<file path="src/rtl/clkout_div_pkg.sv">
package clkout_div_pkg;

  localparam int unsigned CFG_W  = 8;
  localparam int unsigned PRE_W  = 3;
  localparam int unsigned POST_W = 3;
  localparam int unsigned KEY_W  = 1 + PRE_W + POST_W;

  // Field order is the register layout: pre[7:5], sel[4], post[3:1], en[0]
  typedef struct packed {
    logic [PRE_W-1:0]  pre;
    logic              sel;
    logic [POST_W-1:0] post;
    logic              en;
  } cfg_t;

  function automatic int unsigned max_u(input int unsigned a, input int unsigned b);
    return (a > b) ? a : b;
  endfunction

  // Pre-divider ratio: all-ones code uses the special top ratio
  function automatic int unsigned pre_ratio(input logic [PRE_W-1:0] code,
                                            input int unsigned top_ratio);
    if (code == {PRE_W{1'b1}}) return top_ratio;
    return 32'd1 << code;
  endfunction

  // Total ratio: pre-divider applies only to the high-speed source
  function automatic int unsigned total_ratio(input cfg_t c, input int unsigned top_ratio);
    int unsigned base;
    base = c.sel ? pre_ratio(c.pre, top_ratio) : 32'd1;
    return base << c.post;
  endfunction

  // Fields that define the waveform; a change here forces a restart
  function automatic logic [KEY_W-1:0] cfg_key(input cfg_t c);
    return {c.sel, c.post, (c.sel ? c.pre : {PRE_W{1'b0}})};
  endfunction

endpackage

</file>
<file path="src/rtl/clkout_cfg_reg.sv">
module clkout_cfg_reg
  import clkout_div_pkg::*;
(
  input  logic             clk,
  input  logic             rst_n,
  input  logic             wr_en,
  input  logic [CFG_W-1:0] wr_data,
  output cfg_t             cfg_q,
  output logic             restart_req
);

  cfg_t wr_cfg;
  assign wr_cfg = cfg_t'(wr_data);

  always_ff @(posedge clk or negedge rst_n) begin
    if (!rst_n)     cfg_q <= '0;
    else if (wr_en) cfg_q <= wr_cfg;
  end

  // Enable-only or identical writes keep the running phase
  assign restart_req = wr_en && (cfg_key(wr_cfg) != cfg_key(cfg_q));

  assert_cfg_readback_R10: assert property (@(posedge clk) disable iff (!rst_n)
    wr_en |=> (CFG_W'(cfg_q) == $past(wr_data)));

endmodule

</file>
<file path="src/rtl/clkout_src_edge.sv">
module clkout_src_edge #(
  parameter int unsigned NUM_SRC = 2,
  localparam int unsigned SEL_W  = (NUM_SRC > 1) ? $clog2(NUM_SRC) : 1
) (
  input  logic               clk,
  input  logic               rst_n,
  input  logic [NUM_SRC-1:0] src_in,
  input  logic [SEL_W-1:0]   sel,
  output logic               sel_level,
  output logic               sel_rise
);

  logic [NUM_SRC-1:0] prev_q;
  logic [NUM_SRC-1:0] rise;

  always_ff @(posedge clk or negedge rst_n) begin
    if (!rst_n) prev_q <= '0;
    else        prev_q <= src_in;
  end

  for (genvar g = 0; g < NUM_SRC; g++) begin : g_edge
    assign rise[g] = src_in[g] & ~prev_q[g];
  end

  assign sel_level = prev_q[sel];
  assign sel_rise  = rise[sel];

endmodule

</file>
<file path="src/rtl/clkout_div_core.sv">
module clkout_div_core #(
  parameter int unsigned RAT_W = 14
) (
  input  logic             clk,
  input  logic             rst_n,
  input  logic             src_rise,
  input  logic             restart_req,
  input  logic [RAT_W-1:0] ratio,
  input  logic [RAT_W-1:0] half,
  output logic             div_q
);

  logic [RAT_W-1:0] cnt_q, cnt_n;
  logic             pend_q, pend_n;
  logic             div_n;
  logic             restart_take;
  logic             wrap_evt;

  assign restart_take = src_rise && pend_q;
  assign wrap_evt     = src_rise && !pend_q && (cnt_q >= ratio - RAT_W'(1));

  always_comb begin
    cnt_n = cnt_q;
    div_n = div_q;
    if (src_rise) begin
      if (restart_take || wrap_evt) cnt_n = '0;
      else                          cnt_n = cnt_q + RAT_W'(1);
      div_n = (cnt_n < half);
    end
  end

  always_comb begin
    pend_n = pend_q;
    if (src_rise)    pend_n = 1'b0;
    if (restart_req) pend_n = 1'b1;
  end

  always_ff @(posedge clk or negedge rst_n) begin
    if (!rst_n) begin
      cnt_q  <= '0;
      div_q  <= 1'b0;
      pend_q <= 1'b1;
    end else begin
      cnt_q  <= cnt_n;
      div_q  <= div_n;
      pend_q <= pend_n;
    end
  end

  assert_restart_zero_R8: assert property (@(posedge clk) disable iff (!rst_n)
    restart_take |=> (cnt_q == '0));

  assert_cnt_bounded_R7: assert property (@(posedge clk) disable iff (!rst_n)
    !pend_q |-> (cnt_q < ratio));

  assert_hold_no_edge_R2: assert property (@(posedge clk) disable iff (!rst_n)
    !src_rise |=> ($stable(cnt_q) && $stable(div_q)));

endmodule

</file>
<file path="src/rtl/clkout_div_top.sv">
module clkout_div_top
  import clkout_div_pkg::*;
#(
  parameter int unsigned PRE_TOP_RATIO = 122
) (
  input  logic             clk,
  input  logic             rst_n,
  input  logic             src_slow,
  input  logic             src_fast,
  input  logic             wr_en,
  input  logic [CFG_W-1:0] wr_data,
  output logic [CFG_W-1:0] rd_data,
  output logic             clk_out
);

  localparam int unsigned PRE_MAX   = max_u(PRE_TOP_RATIO, 32'd1 << ((1 << PRE_W) - 2));
  localparam int unsigned MAX_RATIO = PRE_MAX << ((1 << POST_W) - 1);
  localparam int unsigned RAT_W     = $clog2(MAX_RATIO + 1);

  cfg_t             cfg_q;
  logic             restart_req;
  logic             sel_level;
  logic             sel_rise;
  logic             div_q;
  logic [RAT_W-1:0] ratio;
  logic [RAT_W-1:0] half;
  logic             bypass;

  clkout_cfg_reg u_cfg (
    .clk         (clk),
    .rst_n       (rst_n),
    .wr_en       (wr_en),
    .wr_data     (wr_data),
    .cfg_q       (cfg_q),
    .restart_req (restart_req)
  );

  clkout_src_edge #(.NUM_SRC(2)) u_src (
    .clk       (clk),
    .rst_n     (rst_n),
    .src_in    ({src_fast, src_slow}),
    .sel       (cfg_q.sel),
    .sel_level (sel_level),
    .sel_rise  (sel_rise)
  );

  assign ratio  = RAT_W'(total_ratio(cfg_q, PRE_TOP_RATIO));
  assign half   = ratio >> 1;
  assign bypass = (ratio == RAT_W'(1));

  clkout_div_core #(.RAT_W(RAT_W)) u_core (
    .clk         (clk),
    .rst_n       (rst_n),
    .src_rise    (sel_rise),
    .restart_req (restart_req),
    .ratio       (ratio),
    .half        (half),
    .div_q       (div_q)
  );

  assign rd_data = CFG_W'(cfg_q);
  assign clk_out = cfg_q.en & (bypass ? sel_level : div_q);

  assert_ratio_nonzero_R6: assert property (@(posedge clk) disable iff (!rst_n)
    (ratio != '0) && (ratio <= RAT_W'(MAX_RATIO)));

endmodule

</file>
<file path="config.mk">
export PLATFORM = sky130hd
export DESIGN_NAME = clkout_div_top
export DESIGN_NICKNAME = d
export VERILOG_FILES = /design/src/rtl/clkout_div_pkg.sv /design/src/rtl/clkout_cfg_reg.sv /design/src/rtl/clkout_src_edge.sv /design/src/rtl/clkout_div_core.sv /design/src/rtl/clkout_div_top.sv
export SDC_FILE = /design/constraint.sdc
export NUM_CORES = 1
export LEC_CHECK = 0
export ABC_AREA = 1
export ABC_CLOCK_PERIOD_IN_PS = 5900
export BUFFER_PORTS_ARGS = -buffer_cell sky130_fd_sc_hd__clkbuf_2
export CORE_MARGIN = 1
export CORE_UTILIZATION = 50
export CTS_CLUSTER_SIZE = 24
export DETAILED_ROUTE_END_ITERATION = 12
export GPL_ROUTABILITY_DRIVEN = 0
export GPL_TIMING_DRIVEN = 0
export PLACE_DENSITY = 0.79
export SETUP_SLACK_MARGIN = 0.4
export SLEW_MARGIN = 20
export SYNTH_ARGS = -nofsm -noshare
export SYNTH_HDL_FRONTEND = slang
export SYNTH_HIERARCHICAL = 1
export SYNTH_SLANG_ARGS = --single-unit
</file>
<file path="constraint.sdc">
create_clock -name clk -period 5.9 [get_ports clk]
set_input_delay 0.59 -clock clk [delete_from_list [all_inputs] [get_ports clk]]
set_output_delay 0.59 -clock clk [all_outputs]
set_load 0.01 [all_outputs]
</file>
After elaboration in Yosys (flattened, before gate mapping) --
Index checks and enable logic that the tools add are counted.
Word-level totals: flip-flop bits (word level) 26, input port bits 13, output and inout port bits 9, word-level logic and storage cells 45
Cells by class: $add $sub $neg 2, magnitude comparators 3, eq/ne operators 3, shift operators 2, multiplexer cells 15, bitwise logic cells 5, reductions and logical operators 7
Operators with widths (count):
- $mux 32 | 2
- $shl 1x3->32 const A | 1
- $shl 32x3->14 | 1
- $mux 14 | 2
- $add 14x1->14 const B | 1
- $eq 14x1->1 const B | 1
- $ge 14x14->1 | 1
- $lt 14x13->1 | 1
- $sub 14x1->14 const B | 1
- $mux 1 | 8
- $mux 7 | 1
- $ne 7x7->1 | 1
- $mux 3 | 2
- $logic_and 1x1->1 | 4
- $and 1x1->1 | 3
- $eq 3x3->1 const B | 1
- $lt 1x2->1 const B | 1
- $not 1->1 | 2
- $reduce_bool 2->1 | 1
- $logic_not 1->1 | 1
- $logic_or 1x1->1 | 1

Depth between registers and ports, before layout --
Gate-level depths: netlist (run 1).
depth in word-level cells 12, mapped depth 36, mapped depth without buffers 36

Cells and area by module --
Netlist (run 1), hierarchy kept.
By module, submodules not included:
- clkout_div_core | times used 1, cells an instance 272, area each 1863.0 um2
- clkout_cfg_reg | times used 1, cells an instance 55, area each 478.0 um2
- clkout_div_top | times used 1, cells an instance 96, area each 439.2 um2
- clkout_src_edge | times used 1, cells an instance 10, area each 83.8 um2

Least setup slack after synthesis (run 1) --
No wires, ideal clock.
path kind flip-flop to flip-flop, start point register u_cfg/cfg_q[7] (netlist name), end point register u_core.div_q, setup time 0.065 ns, arrival time 4.071 ns, required time 5.835 ns, slack 1.764 ns, cell stages (with the launch flop) 33, path buffers 0, clock period less this slack 4.136 ns, cell sequence dfrtp_1 inv_2 nand2_1 nand2_1 nand2_1 nand2_1 nand2_1 nor2_1 inv_1 ha_1 nand2_1 or3_4 nor3_4 nand3_2 nor3_2 xor2_1 inv_1 ha_1 nand4_1 nor2_1 nand2_1 nand3_1 nand2_1 inv_1 nor2_1 ha_1 a21oi_1 nor2_1 a211oi_1 o211ai_1 nor2_1 nand2_1 nand2_1
On the way: cells in the longest elaborated chain, start to end 12, elaborated cells on any way between the ends 14, classes of those cells add/sub (1); order compare (2); eq/ne (1); shift (2); mux (6); reduce/logical (2)
RTL lines:
- $eq 3x3->1 | line clkout_div_pkg.sv:23 | if (code == {PRE_W{1'b1}}) return top_ratio;
- $mux 1 or $mux 7 (tied branches) | line clkout_div_pkg.sv:23
- $mux 32 (*) | line clkout_div_pkg.sv:24 | return 32'd1 << code;
- $mux 32 (*) | line clkout_div_pkg.sv:30 | base = c.sel ? pre_ratio(c.pre, top_ratio) : 32'd1;
- $shl 32x3->14 (*) | line clkout_div_pkg.sv:31 | return base << c.post;
- net half[0] | line clkout_div_top.sv:26 | logic [RAT_W-1:0] half;
- $sub 14x1->14 | line clkout_div_core.sv:20 | assign wrap_evt = src_rise && !pend_q && (cnt_q >= ratio - RAT_W'(1));
- $ge 14x14->1 | line clkout_div_core.sv:20
- $logic_and 1x1->1 | line clkout_div_core.sv:20
- $logic_or 1x1->1 | line clkout_div_core.sv:26 | if (restart_take || wrap_evt) cnt_n = '0;
- $mux 14 | line clkout_div_core.sv:26
- $mux 14 | line clkout_div_core.sv:25 | if (src_rise) begin
- $lt 14x13->1 (*) | line clkout_div_core.sv:28 | div_n = (cnt_n < half);
- to (signal assigned) | line clkout_div_core.sv:45 | div_q <= div_n;
- to (decl) | line clkout_div_core.sv:10 | output logic div_q
The timed path passes the listed nets; every way through them passes the cells marked *. The select of a mux whose other input is x is not followed. A chain may end at the register's enable or synchronous reset.

Final worst setup path (run 1) --
start point register u_cfg/cfg_q[7] (netlist name), end point register u_core.div_q
On the way: cells in the longest elaborated chain, start to end 12, elaborated cells on any way between the ends 14, classes of those cells add/sub (1); order compare (2); eq/ne (1); shift (2); mux (6); reduce/logical (2)
RTL lines:
- $eq 3x3->1 | line clkout_div_pkg.sv:23
- $mux 1 or $mux 7 (tied branches) | line clkout_div_pkg.sv:23
- $mux 32 (*) | line clkout_div_pkg.sv:24
- $mux 32 (*) | line clkout_div_pkg.sv:30
- $shl 32x3->14 (*) | line clkout_div_pkg.sv:31
- net ratio[0] | line clkout_div_top.sv:25 | logic [RAT_W-1:0] ratio;
- $sub 14x1->14 (*) | line clkout_div_core.sv:20
- $ge 14x14->1 (*) | line clkout_div_core.sv:20
- $logic_and 1x1->1 (*) | line clkout_div_core.sv:20
- $logic_or 1x1->1 (*) | line clkout_div_core.sv:26
- $mux 14 (*) | line clkout_div_core.sv:26
- $mux 14 (*) | line clkout_div_core.sv:25
- $lt 14x13->1 (*) | line clkout_div_core.sv:28
Marks and branches as above.

==> impl_metrics.toml, run 1 <==
[run_status]
status = "finished clean"

[sta]
tightestPinTransition_ps = 669
hold_violations = 0
finalMaxSlewViolations = 0
setup_viol = 0
relSlewSlack_pct = 55.4
max_freq_mhz = 200
rsz0062_at_grt = "false"
fin_crit_ps = 4990
timing.final.crit_share_pct = 84.6
worst_slack_ps = 907
tns_ps = 0
clock_skew_ps = 8.31

[critical_path]
rr_worst_depth = 30
arrival_ps = 5210
timing.rr.start = "u_cfg/cfg_q[7]"
worst_setup_path_end_kind = "flip-flop"
crit_path_frequent_cell = "nand2_1"
timing.rr.end = "u_core/div_q"
crit_path_top_delay_cell = "dfrtp_1"
cp-start-kind = "flip-flop"
worstSetupPathType = "flip-flop to flip-flop"
path_max_fanout = 9
rrSetupSlack_ps = 910
worstPathRequired_ps = 6120
slowest_delay_ps = 560

[synth]
seq_area_frac_synth_pct = 22.8
yosys.area.top_type = "dfrtp_1"
syn_inst = 433
synth_edf_count = 0
ys_types = 33
synthTopCellsByArea = "dfrtp_1 22%, nand2_1 16%, ha_1 13%"
yosys_warnings = 6
synth-seq-cells = 26
yosysTopAreaCellShare_pct = 21.8
synth_ff_type = "dfrtp_1"
synth_area_um2 = 2860
syn_avg_cell_area_um2 = 6.61
async_flop_share_pct = 100
syn-num-nets = 475

[clock_tree]
hold_buffers = 0
cts_sinks = 26
cts_setup_buffers = 0
cts_tree = "done"
clkLatencyLatePin_ps = 280
cts_buffers = 3
cts_resized = 0
clockBufferDepth = 2
h-tree-depth = 1
clkTransAtPathRegs_ps = 100
clockRootBuffer = "clkbuf_8"

[power]
power_frac_comb_pct = 51.0
sw_frac_of_total_pct = 43.8
p_clk_share_pct = 18.4
intPower_uw = 472
power_frac_seq_pct = 30.5
net-switching-power_uw = 368
vdd_drop_max_uv = 186
leakagePower_uw = 0.00164
p_per_area_nw_per_um2 = 269

[floorplan]
die_y_um = 77.7
die_x_um = 77.7
core_um2 = 5510
die_area_um2 = 6030
num_io_pins = 22
rows = 27
initial_core_util_pct = 52.0

[cells_and_area]
final_common_cell = "nand2_1"
seqCellArea_um2 = 652
num-fill-cells = 506
layout.nets = 500
finalNonFillerCells = 529
drive_gt1_share_pct = 16.0
multi_input_area_um2 = 1860
area_growth_pct = 9.13
antenna-diode-count = 0
fin_util_pct = 56.8
final_cell_mix = "119 x nand2_1, 67 x inv_1, 39 x nor2_1, 36 x nand3_1, 29 x ha_1"

[routing]
ant_nets = 0
via_per_inst = 5.16
drt_wl_total_um = 6310
wl_per_cell_um = 11.9
vias = 2729
drtPass1Iterations = 4
drt-initial-drc-count = 218
drc_errors = 0

[grt]
track_usage_pct = 22.8
antenna_found_initial = 0
grt_pass1_wl_um = 11100
first_global_vias = 2530
overflow = 0
grt_max_degree = 27

[placement]
place_ws_ps = 1020
port_buffers = 20
dp_cells = 525
hpwl_um = 5000

[flow_run]
cap_violations = 0

[hold_path]
hold_path.class = "input port to async pin"
-- logic make-up after synthesis --
logic type / Yosys count / share of synthesized area, %
other: 1 / 0.131
AND/OR/NAND/NOR: 239 / 38.4
AO/OA/AOI/OAI: 35 / 6.64
multiplexers: 6 / 2.36
flip-flops: 26 / 22.8
adder cells (fa/ha/maj): 29 / 12.7
buffers and inverters: 81 / 12.2
XOR/XNOR: 16 / 4.89
-- synthesized netlist by cell type (2+ instances only) --
cell / count
a211oi_1: 2
a21oi_1: 10
buf_2: 3
buf_4: 3
buf_6: 4
dfrtp_1: 25
ha_1: 29
inv_1: 67
inv_2: 3
mux2_2: 6
nand2_1: 119
nand2_2: 8
nand3_1: 36
nand3_2: 5
nand4_1: 10
nor2_1: 39
nor2_2: 9
nor3_1: 6
nor3_2: 3
o211ai_1: 2
o21ai_0: 15
o21ai_1: 4
xnor2_1: 7
xor2_1: 9
-- worst max-delay path, delay by kind of cell (launching register included) --
| kind | cells | cell delay, ps |
|---|---|---|
| compound gates | 3 | 450 |
| xor+xnor | 1 | 170 |
| fa+ha+maj | 3 | 790 |
| buf+inv | 5 | 640 |
| flops | 1 | 560 |
| simple gates | 18 | 2310 |
-- how the worst max path moves through the flow --
stage                   start           end  cells past startpoint
4_1_cts        u_cfg/cfg_q[7]  u_core/div_q                     30
5_1_grt        u_cfg/cfg_q[7]  u_core/div_q                     30
3_5_place_dp   u_cfg/cfg_q[7]  u_core/div_q                     30
3_3_place_gp   u_cfg/cfg_q[4]  u_core/div_q                     30
6_report       u_cfg/cfg_q[7]  u_core/div_q                     30
2_1_floorplan  u_cfg/cfg_q[7]  u_core/div_q                     32
-- metrics by stage --
stage	total power (µW)	instance area (µm²)	hold WS, ps
after floorplan	585	2860	294
after global placement	667	3050	465
after detailed placement	682	3050	474
after CTS	847	3130	356
after global routing	930	3130	384
final	840	3130	320
-- area by class of cell --
type,count,share of cell area [%]
clock buffers,3,1.32
repair buffers,20,3.20
flip-flops and latches,26,20.9
plain buffers,11,2.76
inverters,70,8.41
clock inverters,1,0.961
multi-input cells,326,59.6
well taps,72,2.88
-- flip-flops by register name, indices dropped and copies added, names as in the netlist --
name,cells
u_core/div_q,1
u_core/cnt_q,14
u_core/pend_q,1
u_cfg/cfg_q,8
u_src/prev_q,2
-- layer usage --
metal	share of wire (%)	vias up	track usage, %	wire, µm
met2	49	59	41.2	3080
met3	4.9	4	2.82	309
li1	-	1424	-	-
met1	45	1242	28.8	2870
met5	0	-	0	0
met4	0.89	0	4.91	56
-- power by group through the flow --
stage	Clock (µW)	Sequential, µW	Combinational, µW
finish	155	256	429
global route	169	262	500
CTS	161	257	428
detailed placement	0	261	421
global placement	0	259	408
floorplan	0	249	336
No activity file was read; power rests on OpenSTA's default activity.
==> inputs of run 2 (changes only) <==
--- a/config.mk
+++ b/config.mk
@@ -5,8 +5,8 @@
 export SDC_FILE = /design/constraint.sdc
 export NUM_CORES = 1
 export LEC_CHECK = 0
-export ABC_AREA = 1
-export ABC_CLOCK_PERIOD_IN_PS = 5900
+export ABC_AREA = 0
+export ABC_CLOCK_PERIOD_IN_PS = 4300
 export BUFFER_PORTS_ARGS = -buffer_cell sky130_fd_sc_hd__clkbuf_2
 export CORE_MARGIN = 1
 export CORE_UTILIZATION = 50
@@ -14,7 +14,7 @@
 export DETAILED_ROUTE_END_ITERATION = 12
 export GPL_ROUTABILITY_DRIVEN = 0
 export GPL_TIMING_DRIVEN = 0
-export PLACE_DENSITY = 0.79
+export PLACE_DENSITY = 0.82
 export SETUP_SLACK_MARGIN = 0.4
 export SLEW_MARGIN = 20
 export SYNTH_ARGS = -nofsm -noshare
==> constraint.sdc (replaced) <==
create_clock -name clk -period 4.3 [get_ports clk]
set_input_delay 0.43 -clock clk [delete_from_list [all_inputs] [get_ports clk]]
set_output_delay 0.43 -clock clk [all_outputs]
set_load 0.01 [all_outputs]
==> impl_metrics.toml, run 2 <==
[grt]
track_usage_pct = 31.4
first_global_vias = 3267
grt_max_degree = 27
overflow = 0
grt_pass1_wl_um = 15500
antenna_found_initial = 0

[cells_and_area]
drive_gt1_share_pct = 39.7
top_register = "u_core/cnt_q"
final_cell_mix = "40 x buf_4, 32 x inv_1, 28 x nand2_1, 26 x ha_1, 21 x dfrtp_1"
antenna-diode-count = 0
layout.nets = 479
area_growth_pct = 35.7
num-fill-cells = 366
final_common_cell = "buf_4"
largest_reg_flops = 14
top_regs = "u_core/cnt_q (14), u_cfg/cfg_q (8), u_src/prev_q (2)"

[run_status]
status = "complete, but fails checks"
violations = "negative setup slack"

[power]
p_per_area_nw_per_um2 = 301
vdd_drop_max_uv = 221
leakagePower_uw = 0.00173
finalPower_uw = 1260

[sta]
setup_viol = 8
fin_crit_ps = 5200
max_freq_mhz = 192
relSlewSlack_pct = 49.5
hold_slack_ps = 172
finalMaxSlewViolations = 0
tightestPinTransition_ps = 755
clock_skew_ps = 2.22
timing.final.crit_share_pct = 121
rsz0062_at_grt = "true"
worst_slack_ps = -898
hold_violations = 0

[placement]
port_buffers = 20
hpwl_um = 6030

[critical_path]
worst_setup_path_end_kind = "flip-flop"
worstPathRequired_ps = 4510
timing.rr.start = "u_cfg/cfg_q[5]"
arrival_ps = 5410
timing.rr.end = "u_core/div_q"
rrSetupSlack_ps = -900
path_max_fanout = 7
cp-start-kind = "flip-flop"
rr_worst_depth = 26
worstSetupPathType = "flip-flop to flip-flop"

[clock_tree]
clkLatencyLatePin_ps = 270
clockRootBuffer = "clkbuf_8"
clockBufferDepth = 2
h-tree-depth = 1
clkTransAtPathRegs_ps = 90
cts_tree = "done"
cts_buffers = 3
cts_sinks = 26

[synth]
yosysTopAreaCellShare_pct = 20.2
ys_top_cells_by_count = "33 x inv_1, 31 x nand2_1, 29 x ha_1"
synth_edf_count = 0
seq_area_frac_synth_pct = 21.1
yosys_warnings = 6
async_flop_share_pct = 100
synthTopCellsByArea = "dfrtp_1 20%, ha_1 12%, xnor2_1 4.8%"
syn_inst = 374
syn-num-nets = 416
yosysMostFrequentCell = "inv_1"
ys_types = 68
syn_avg_cell_area_um2 = 8.27
synth-seq-cells = 26
yosys.area.top_type = "dfrtp_1"
synth_area_um2 = 3090
synth_ff_type = "dfrtp_1"

[floorplan]
core_um2 = 5960
die_y_um = 80.7
die_x_um = 80.7
initial_core_util_pct = 52.0
rows = 28
num_io_pins = 22
die_area_um2 = 6510

[routing]
drt_wl_total_um = 11800
wl_per_cell_um = 23.1
via_per_inst = 7.12
ant_nets = 0
drt-initial-drc-count = 638
drc_errors = 0
drtPass1Iterations = 7
vias = 3640

[flow_run]
cap_violations = 0

[hold_path]
hold_path.class = "input port to async pin"
run 2: metrics by stage:
stage	util, %	TNS [ps]	instances	setup slack (ps)	area (µm²)
floorplan	-	0	374	35.6	3120
global placement	55.6	-637	469	-637	3310
detailed placement	55.6	-738	469	-738	3310
CTS	62.3	-416	494	-416	3710
global route	70.5	-2570	511	-1000	4200
finish	70.5	-1120	511	-898	4200
run 2: worst max-delay path by stage:
| stage | endpoint | startpoint | slack [ps] | depth (start not counted) |
|---|---|---|---|---|
| 6_report | u_core/div_q | u_cfg/cfg_q[5] | -900 | 26 |
| 5_1_grt | u_core/div_q | u_cfg/cfg_q[5] | -1000 | 26 |
| 4_1_cts | u_core/div_q | u_cfg/cfg_q[1] | -420 | 23 |
| 3_5_place_dp | u_core/div_q | u_cfg/cfg_q[1] | -740 | 20 |
| 3_3_place_gp | u_core/div_q | u_cfg/cfg_q[1] | -640 | 21 |
| 2_1_floorplan | u_core/div_q | u_cfg/cfg_q[1] | 40 | 23 |
run 2: area by class of cell:
cell class	count	area (µm²)	share of cell area [%]
multi-input combinational	291	2630	62.5
sequential	26	657	15.6
timing repair buffer	58	443	10.5
buffer	24	198	4.71
inverter	33	128	3.04
tap	75	93.8	2.23
clock buffer	4	55.1	1.31
run 2: cell families after synthesis:
| logic type | share of synthesized area, % |
|---|---|
| multiplexers | 6.71 |
| buffers and inverters | 8.94 |
| AND/OR/NAND/NOR | 23.8 |
| AO/OA/AOI/OAI | 20.6 |
| XOR/XNOR | 7.08 |
| other | 0.121 |
| flip-flops | 21.1 |
| adder cells (fa/ha/maj) | 11.7 |
run 2: routing by layer:
layer | global-route usage (%) | up-vias | wire (µm)
met5 | 0 | - | 0
li1 | - | 1483 | -
met1 | 39.6 | 1675 | 4320
met4 | 19.5 | 0 | 966
met3 | 4.55 | 117 | 1360
met2 | 50.2 | 365 | 5180
run 2: worst max-delay path: stages (launching register included):
cell	delay (ps)
dfrtp_2	440
buf_6	140
buf_4	130
o31ai_2	380
and3_4	270
nor4_4	50
buf_4	170
mux2i_4	210
nor4_4	60
nand2b_1	210
buf_4	180
nor3_4	40
xnor2_1	150
ha_1	380
nand4_1	260
nor2_4	280
o311ai_4	170
nand2_2	180
buf_6	170
buf_6	130
a21oi_4	50
ha_2	220
a21oi_2	150
o21ai_2	90
a221oi_4	340
o22ai_2	120
a21oi_2	120
run 2: what timing repair did:
item / CTS / global route
gates cloned: 0 / 2
setup buffers: 21 / 15
pin swaps: 17 / 37
gates resized for setup: 36 / 66
endpoints found under the setup margin: 14 / 15
hold buffers: 0 / 0
run 2: power breakdown:
group	switching [µW]	leakage, µW	total (µW)	internal, µW
clock network	80.3	0.0000288	162	82.0
logic	460	0.00137	810	350
registers	24.4	0.000330	291	267
==> inputs of run 3 (changes only) <==
==> constraint.sdc (replaced) <==
create_clock -name clk -period 4.3 [get_ports clk]
set_input_delay 0.215 -clock clk [delete_from_list [all_inputs] [get_ports clk]]
set_output_delay 0.215 -clock clk [all_outputs]
set_load 0.01 [all_outputs]
==> impl_metrics.toml, run 3 (same netlist as run 2, synthesis figures left out) <==
[cells_and_area]
final_area_um2 = 4210
final_common_cell = "buf_4"
multi_input_area_um2 = 2630
seqCellArea_um2 = 657
largest_reg_flops = 14
top_regs = "u_core/cnt_q (14), u_cfg/cfg_q (8), u_src/prev_q (2)"
layout.nets = 480
drive_gt1_share_pct = 39.6
final_cell_mix = "40 x buf_4, 32 x inv_1, 28 x nand2_1, 26 x ha_1, 21 x dfrtp_1"
antenna-diode-count = 0
area_growth_pct = 36.0
finalNonFillerCells = 512
num-fill-cells = 365
top_register = "u_core/cnt_q"

[critical_path]
cp-start-kind = "flip-flop"
arrival_ps = 5440
worstPathRequired_ps = 4510
slowest_delay_ps = 440
crit_path_top_delay_cell = "dfrtp_2"
worstSetupPathType = "flip-flop to flip-flop"
worst_setup_path_end_kind = "flip-flop"
path_max_fanout = 7

[placement]
port_buffers = 20
place_area_um2 = 3310
hpwl_um = 6030
place_ws_ps = -738
dp_cells = 469

[clock_tree]
clockRootBuffer = "clkbuf_8"
cts_buffers = 3
clkTransAtPathRegs_ps = 90
h-tree-depth = 1
clkLatencyLatePin_ps = 270
clockBufferDepth = 2
cts_sinks = 26
cts_tree = "done"

[run_status]
violations = "negative setup slack"
status = "complete, but fails checks"

[grt]
antenna_found_initial = 0
track_usage_pct = 31.5
grt_max_degree = 27
grt.met2_usage_pct = 50.2
overflow = 0
use_met1_pct = 39.7
grt_pass1_wl_um = 15500
first_global_vias = 3270
grtUsageMet3_pct = 4.55
grt_busiest_layer = "met2"

[routing]
drtPass1Iterations = 5
drt-initial-drc-count = 638
vias = 3680
ant_nets = 0
drc_errors = 0
via_per_inst = 7.19
wl_per_cell_um = 23.3
drt_wl_total_um = 11900

[sta]
rsz0062_at_grt = "true"
hold_violations = 0
fin_crit_ps = 5230
clock_skew_ps = 1.74
relSlewSlack_pct = 49.5
setup_viol = 9
finalMaxSlewViolations = 0
tns_ps = -1320
tightestPinTransition_ps = 758
worst_slack_ps = -928
max_freq_mhz = 191
timing.final.crit_share_pct = 122

[floorplan]
die_x_um = 80.7
num_io_pins = 22
rows = 28
die_y_um = 80.7
core_um2 = 5960
die_area_um2 = 6510
initial_core_util_pct = 52.0

[power]
p_per_area_nw_per_um2 = 301
vdd_drop_max_uv = 220
leakagePower_uw = 0.00174

[flow_run]
cap_violations = 0

[hold_path]
hold_path.class = "input port to flip-flop"
run 3: changes by cell type in the layout (fill, tap and decap cells not counted), sizes merged:
cell,before,now
dlygate4sd3,0,1
run 3: area by class of cell:
cell class / instances / share of cell area (%)
Buffer: 24 / 4.70
Clock buffer: 4 / 1.31
Inverter: 33 / 3.03
Multi-Input combinational cell: 291 / 62.4
Sequential cell: 26 / 15.6
Tap cell: 75 / 2.23
Timing Repair Buffer: 59 / 10.8
run 3: repair_timing:
item | 4_1_cts | 5_1_grt
pin swaps | 17 | 37
setup buffers | 21 | 15
endpoints found under the hold margin | 25 | 0
setup endpoints to repair | 14 | 15
cloned | 0 | 2
resized for setup | 36 | 66
hold buffers | 1 | 0
run 3: power breakdown:
| group | switching [µW] | internal (µW) |
|---|---|---|
| clock network | 80.3 | 82.0 |
| registers | 24.1 | 267 |
| logic | 463 | 351 |
run 3: routing by layer:
layer | vias to the layer above | routed length (µm)
li1 | 1485 | -
met1 | 1713 | 4380
met5 | - | 0
met4 | 0 | 939
met2 | 357 | 5220
met3 | 125 | 1390
run 3: path summary, 6_finish.rpt:
kind,depth (start not counted),slack [ps],endpoint,startpoint
setup / recovery,26,-930,u_core/div_q,u_cfg/cfg_q[5]
hold / removal,1,60,u_src/prev_q[0],src_slow
setup reg to reg,26,-930,u_core/div_q,u_cfg/cfg_q[5]
hold reg to reg,1,560,u_core/pend_q,u_core/pend_q
max in group asynchronous,2,3300,u_cfg/cfg_q[1],rst_n
min in group asynchronous,2,510,u_core/cnt_q[13],rst_n
run 3: per-stage QoR:
step                util (%)  power (µW)  hold slack [ps]
floorplan                  -         661            -80.6
global placement        55.6         755              281
detailed placement      55.6         775              278
CTS                     62.5        1040             56.0
global route            70.7        1310             42.9
finish                  70.7        1270             55.1
run 3: critical path: cells and delay by family (launching register included):
family | cells | cell delay, ps
DFF | 1 | 440
and+or+nand+nor | 8 | 1380
AOI/OAI and AO/OA | 8 | 1440
buffers and inverters | 6 | 920
xor gates and xnor gates | 1 | 150
muxes | 1 | 220
adders and majority gates | 2 | 600
